[config.mk]
export PLATFORM = sky130hd
export DESIGN_NAME = cascade_addr_driver
export DESIGN_NICKNAME = d
export VERILOG_FILES = /design/src/rtl/cad_pkg.sv /design/src/rtl/cad_fsm.sv /design/src/rtl/cad_hold.sv /design/src/rtl/cad_chain.sv /design/src/rtl/cascade_addr_driver.sv
export SDC_FILE = /design/constraint.sdc
export NUM_CORES = 1
export LEC_CHECK = 0
export BUFFER_PORTS_ARGS = -buffer_cell sky130_fd_sc_hd__clkbuf_2
export CORE_UTILIZATION = 42
export DETAILED_ROUTE_END_ITERATION = 10
export PLACE_DENSITY = 0.78
export SLEW_MARGIN = 20
export SYNTH_ARGS = -nofsm -noshare
export SYNTH_HDL_FRONTEND = slang
export SYNTH_SLANG_ARGS = --single-unit
[constraint.sdc]
create_clock -name clk -period 1.22 [get_ports clk]
set_input_delay 0.183 -clock clk [delete_from_list [all_inputs] [get_ports clk]]
set_output_delay 0.183 -clock clk [all_outputs]
set_load 0.01 [all_outputs]
[src/rtl/cad_pkg.sv]
package cad_pkg;

    localparam int SRC_W = 3;

    localparam logic [SRC_W-1:0] SRC_CMP    = 3'd0;
    localparam logic [SRC_W-1:0] SRC_FREE   = 3'd1;
    localparam logic [SRC_W-1:0] SRC_CAM_RD = 3'd2;
    localparam logic [SRC_W-1:0] SRC_CAM_WR = 3'd3;
    localparam logic [SRC_W-1:0] SRC_TBL_RD = 3'd4;
    localparam logic [SRC_W-1:0] SRC_TBL_WR = 3'd5;

    typedef enum logic [2:0] {
        ST_IDLE = 3'd0,
        ST_HELD = 3'd1,
        ST_CAM  = 3'd2,
        ST_TBL  = 3'd3,
        ST_MISS = 3'd4
    } drv_st_e;

    function automatic logic is_plain(input logic [SRC_W-1:0] s);
        return (s >= SRC_FREE) && (s <= SRC_TBL_WR);
    endfunction

endpackage

[src/rtl/cad_fsm.sv]
module cad_fsm
    import cad_pkg::*;
(
    input  logic             clk,
    input  logic             rst_n,
    input  logic             op_valid,
    input  logic [SRC_W-1:0] op_src,
    input  logic             cam_hit,
    input  logic             tbl_hit,
    input  logic             tbl_dis,
    output drv_st_e          cur_st
);

    drv_st_e nxt_st;

    always_ff @(posedge clk) begin
        if (!rst_n) begin
            cur_st <= ST_IDLE;
        end else begin
            cur_st <= nxt_st;
        end
    end

    always_comb begin
        nxt_st = cur_st;
        if (op_valid) begin
            if (op_src == SRC_CMP) begin
                if (cam_hit) begin
                    nxt_st = ST_CAM;
                end else if (tbl_hit && !tbl_dis) begin
                    nxt_st = ST_TBL;
                end else begin
                    nxt_st = ST_MISS;
                end
            end else if (is_plain(op_src)) begin
                nxt_st = ST_HELD;
            end
        end
    end

endmodule

[src/rtl/cad_hold.sv]
module cad_hold
    import cad_pkg::*;
#(
    parameter int BUS_W = 16
) (
    input  logic             clk,
    input  logic             rst_n,
    input  logic             op_valid,
    input  logic [SRC_W-1:0] op_src,
    input  logic [BUS_W-1:0] op_addr,
    input  logic             cam_hit,
    input  logic [BUS_W-1:0] cam_addr,
    input  logic             tbl_hit,
    input  logic [BUS_W-1:0] tbl_addr,
    input  logic             tbl_dis,
    output logic [BUS_W-1:0] held_addr
);

    localparam logic [BUS_W-1:0] ALL_ONES = {BUS_W{1'b1}};

    logic [BUS_W-1:0] nxt_addr;

    always_comb begin
        nxt_addr = held_addr;
        if (op_valid) begin
            if (op_src == SRC_CMP) begin
                if (cam_hit) begin
                    nxt_addr = cam_addr;
                end else if (tbl_hit && !tbl_dis) begin
                    nxt_addr = tbl_addr;
                end else begin
                    nxt_addr = ALL_ONES;
                end
            end else if (is_plain(op_src)) begin
                nxt_addr = op_addr;
            end
        end
    end

    always_ff @(posedge clk) begin
        if (!rst_n) begin
            held_addr <= '0;
        end else begin
            held_addr <= nxt_addr;
        end
    end

endmodule

[src/rtl/cad_chain.sv]
module cad_chain
    import cad_pkg::*;
(
    input  logic             clk,
    input  logic             rst_n,
    input  logic             op_valid,
    input  logic [SRC_W-1:0] op_src,
    input  logic             cam_hit,
    input  logic             mf_up_n,
    output logic             loc_hit,
    output logic             mf_dn_n
);

    always_ff @(posedge clk) begin
        if (!rst_n) begin
            loc_hit <= 1'b0;
        end else if (op_valid && (op_src == SRC_CMP)) begin
            loc_hit <= cam_hit;
        end
    end

    assign mf_dn_n = mf_up_n & ~loc_hit;

endmodule

[src/rtl/cascade_addr_driver.sv]
module cascade_addr_driver
    import cad_pkg::*;
#(
    parameter int PAGE_W = 4,
    parameter int ADDR_W = 12
) (
    input  logic                     clk,
    input  logic                     rst_n,
    input  logic                     op_valid,
    input  logic [2:0]               op_src,
    input  logic [PAGE_W+ADDR_W-1:0] op_addr,
    input  logic                     cam_hit,
    input  logic [PAGE_W+ADDR_W-1:0] cam_addr,
    input  logic                     tbl_hit,
    input  logic [PAGE_W+ADDR_W-1:0] tbl_addr,
    input  logic                     tbl_dis,
    input  logic                     cfg_last,
    input  logic                     mf_up_n,
    input  logic                     oe,
    output logic [PAGE_W+ADDR_W-1:0] act_addr,
    output logic                     act_drive,
    output logic                     mf_dn_n
);

    localparam int BUS_W = PAGE_W + ADDR_W;

    drv_st_e          cur_st;
    logic [BUS_W-1:0] held_addr;
    logic             loc_hit;

    cad_fsm u_fsm (
        .clk      (clk),
        .rst_n    (rst_n),
        .op_valid (op_valid),
        .op_src   (op_src),
        .cam_hit  (cam_hit),
        .tbl_hit  (tbl_hit),
        .tbl_dis  (tbl_dis),
        .cur_st   (cur_st)
    );

    cad_hold #(.BUS_W(BUS_W)) u_hold (
        .clk       (clk),
        .rst_n     (rst_n),
        .op_valid  (op_valid),
        .op_src    (op_src),
        .op_addr   (op_addr),
        .cam_hit   (cam_hit),
        .cam_addr  (cam_addr),
        .tbl_hit   (tbl_hit),
        .tbl_addr  (tbl_addr),
        .tbl_dis   (tbl_dis),
        .held_addr (held_addr)
    );

    cad_chain u_chain (
        .clk      (clk),
        .rst_n    (rst_n),
        .op_valid (op_valid),
        .op_src   (op_src),
        .cam_hit  (cam_hit),
        .mf_up_n  (mf_up_n),
        .loc_hit  (loc_hit),
        .mf_dn_n  (mf_dn_n)
    );

    // Output decode: the chain position gates the drive after a comparison.
    always_comb begin
        act_addr  = held_addr;
        act_drive = 1'b0;
        unique case (cur_st)
            ST_IDLE: act_drive = 1'b0;
            ST_HELD: act_drive = oe;
            ST_CAM:  act_drive = oe & mf_up_n & loc_hit;
            ST_TBL:  act_drive = oe & mf_up_n & cfg_last;
            ST_MISS: act_drive = oe & mf_up_n & cfg_last;
            default: act_drive = 1'b0;
        endcase
    end

endmodule

==> reports/results.txt <==
adder-cell share of the synthesized area: 0
worst vdd ir: 0.000716 V
static leakage: 0.874 nW
die width: 55.6 microns
unrepaired setup endpoints after global routing: true
Post-Place Cells: 240
WHS Endpoint: u_hold.held_addr[8]
Post-DP HPWL: 2320 microns
Synth Cell Area: 1210 sq um
slowest stage delay, CP: 0.34 ns
buffers plus inverters on the worst setup path: 1
# rows: 19
R2R Path Start: u_hold.held_addr[5]
CTS tree: done
FF+latch count, synth: 20
Reg-to-Reg End: u_hold.held_addr[5]
total CTS buffers: 3
r2r setup slk: 0.47 ns
FMAX: 677 MHz
Avg Inst Size Synth: 8.82 sq um
Ys Warns: 0
Synth Area in Simple Gates: 0.143
Post-Synth XOR/XNOR Area: 0
Worst-Skew Late Latency: 0.30 ns
# diodes: 0
PwrDens: 876 nW/um^2
fin nets: 274
clock sinks: 20
Fillers: 274
Hold Buf Count CTS: 0
initial antenna violation count: 0
setup bufs post-CTS: 0
post-synthesis cell count: 137
Initial Utilization: 0.442
cell family with most CP delay: compound AO/OA/AOI/OAI gates
max cap viols: 0
Worst Hold Class: in -> reg
post-route ant nets: 0
layout cell share with drive strength beyond 1: 0.488
largest net degree at the start of global routing: 37
Vias/cell: 5.30
final setup skew: 0 ns
failing checks: setup timing
CP max-delay cell: dfxtp_2
crit share post-route: 1.21
Compound-Gate Fraction of Synth Area: 0.405
Routed WL: 3010 microns
final hold violation count: 0
most frequent cells in the layout: 76 x clkbuf_2, 20 x nand2b_1, 19 x o21ai_0
Slew Limit Fails: 0
Tot GR Track Use: 0.214
post-synthesis sequential area ratio: 0.331
First-pass DRT Iterations: 6
outcome: finished with violations
final cell count without fillers: 244
Top FF cell, synth: dfxtp_1
Final Setup Violations: 1
CTS max path bufs: 2
gr ovfl total: 0
top fanout value on the critical path: 4
worst-path cell chain: a21boi_1 > o32ai_2 > and3_1 > buf_2
r2r worst-path depth: 2
Area Growth Syn to Fin: 43.1%
1st-iter DRT viols: 23
Slew @ Worst Pin: 0.325 ns
Yosys cell types: 23
fin crit period: 1.48 ns
Die ar.: 3100 sq um
Req. time, crit path: 1.04 ns
I/O pin count: 78
Crit Path Class: reg -> out
Worst Setup Start Kind: flop
largest family of logic cells by synthesized area: compound AO/OA/AOI/OAI gates
Setup TNS: -0.258 ns
total number of vias: 1292
vias in the first global route: 1219
mux contribution to synthesized area: 0.00828
EDFF count, synth: 0
port bufs: 77
Post-synth ARST share: 0
worst setup margin: -0.258 ns
Reg clk slew, reported paths: 0.11 ns
CP endpoint kind: output port
CTS H-tree depth: 1
Rel. slew slack: 0.781
syn_nets: 197
commonest non-fill, non-tap cell in the layout: clkbuf_2
clock root buffer: clkbuf_4
Wirelength per Cell: 12.3 microns
min-delay src: op_addr[8]
first-pass GRT wire length: 5290 microns
Core ar.: 2730 sq um
Arrival @ worst endpoint: 1.30 ns
Placer Congestion: 0.693
die height: 55.6 microns
DRC: 0
worst hold path depth: 3
## metrics by stage
stage / hold slack [ns] / area [sq um] / power [mW] / util / setup WS, ns
2_1_floorplan: 0.327 / 1210 / 0.954 / - / 0.105
3_3_place_gp: 0.421 / 1680 / 1.14 / 0.616 / 0.0497
3_5_place_dp: 0.420 / 1680 / 1.15 / 0.616 / -0.0116
4_1_cts: 0.0932 / 1720 / 1.52 / 0.630 / -0.240
5_1_grt: 0.0924 / 1730 / 1.60 / 0.632 / -0.346
6_report: 0.100 / 1730 / 1.51 / 0.632 / -0.258
## worst register-to-register path: cells and delay by family, from the launching register on
| kind | cells | cell delay, ns |
|---|---|---|
| AOI/OAI and AO/OA | 2 | 0.31 |
| DFF | 1 | 0.35 |
## sequential cells by signal, indices dropped and copies added (netlist names)
name	count
u_hold.held_addr	16
u_chain.loc_hit	1
u_fsm.cur_st	3
## Yosys cell counts (3+ instances only)
master    instances  area share
a21boi_0          3       0.019
a221oi_1          6       0.043
a221oi_2         10        0.12
buf_2             4       0.017
clkbuf_1          6       0.019
dfxtp_1          20        0.33
inv_1            18       0.056
nand2b_1         20        0.10
nor2b_1           3       0.016
o21ai_0          19       0.079
o31ai_1          16       0.099
## routing by layer
metal | track usage | vias to the layer above | part of all wire
met5 | 0 | - | 0
met2 | 0.387 | 49 | 0.50
met1 | 0.251 | 586 | 0.43
met3 | 0.0442 | 4 | 0.062
met4 | 0.0643 | 0 | 0.010
li1 | - | 653 | -
## where the power goes
part / total (mW) / switching [mW] / internal (mW)
logic: 0.412 / 0.202 / 0.210
registers: 0.725 / 0.0248 / 0.701
clock network: 0.377 / 0.195 / 0.182
total: 1.51 / 0.422 / 1.09
## how the worst max path moves through the flow
stage	slack [ns]	to	startpoint	cells past startpoint
2_1_floorplan	0.11	u_hold.held_addr[10]	op_src[2]	4
3_5_place_dp	-0.01	u_hold.held_addr[15]	op_src[1]	4
3_3_place_gp	0.05	u_hold.held_addr[15]	op_src[1]	4
4_1_cts	-0.24	act_drive	u_fsm.cur_st[1]	4
6_report	-0.26	act_drive	u_fsm.cur_st[1]	4
5_1_grt	-0.35	act_drive	u_fsm.cur_st[1]	4
## layout make-up
class / instances / area [sq um] / area share
Clock buffer: 4 / 36.3 / 0.0210
Inverter: 18 / 67.6 / 0.0391
Multi-Input combinational cell: 86 / 688 / 0.398
Sequential cell: 20 / 403 / 0.233
Tap cell: 31 / 38.8 / 0.0224
Timing Repair Buffer: 85 / 495 / 0.287
## repair_timing
| item | in CTS | in global routing |
|---|---|---|
| endpoints found under the hold margin | 0 | 0 |
| pin swaps | 1 | 2 |
| gates resized for setup | 3 | 2 |
| endpoints found under the setup margin | 1 | 1 |
## kinds of logic (layout without fill, tap and decap cells)
logic type | count (synthesis) | after routing
mux | 1 | 1
flops | 20 | 20
compound gates | 59 | 59
simple gates | 26 | 26
buf+inv | 31 | 107
(Power assumes the default switching activity.)
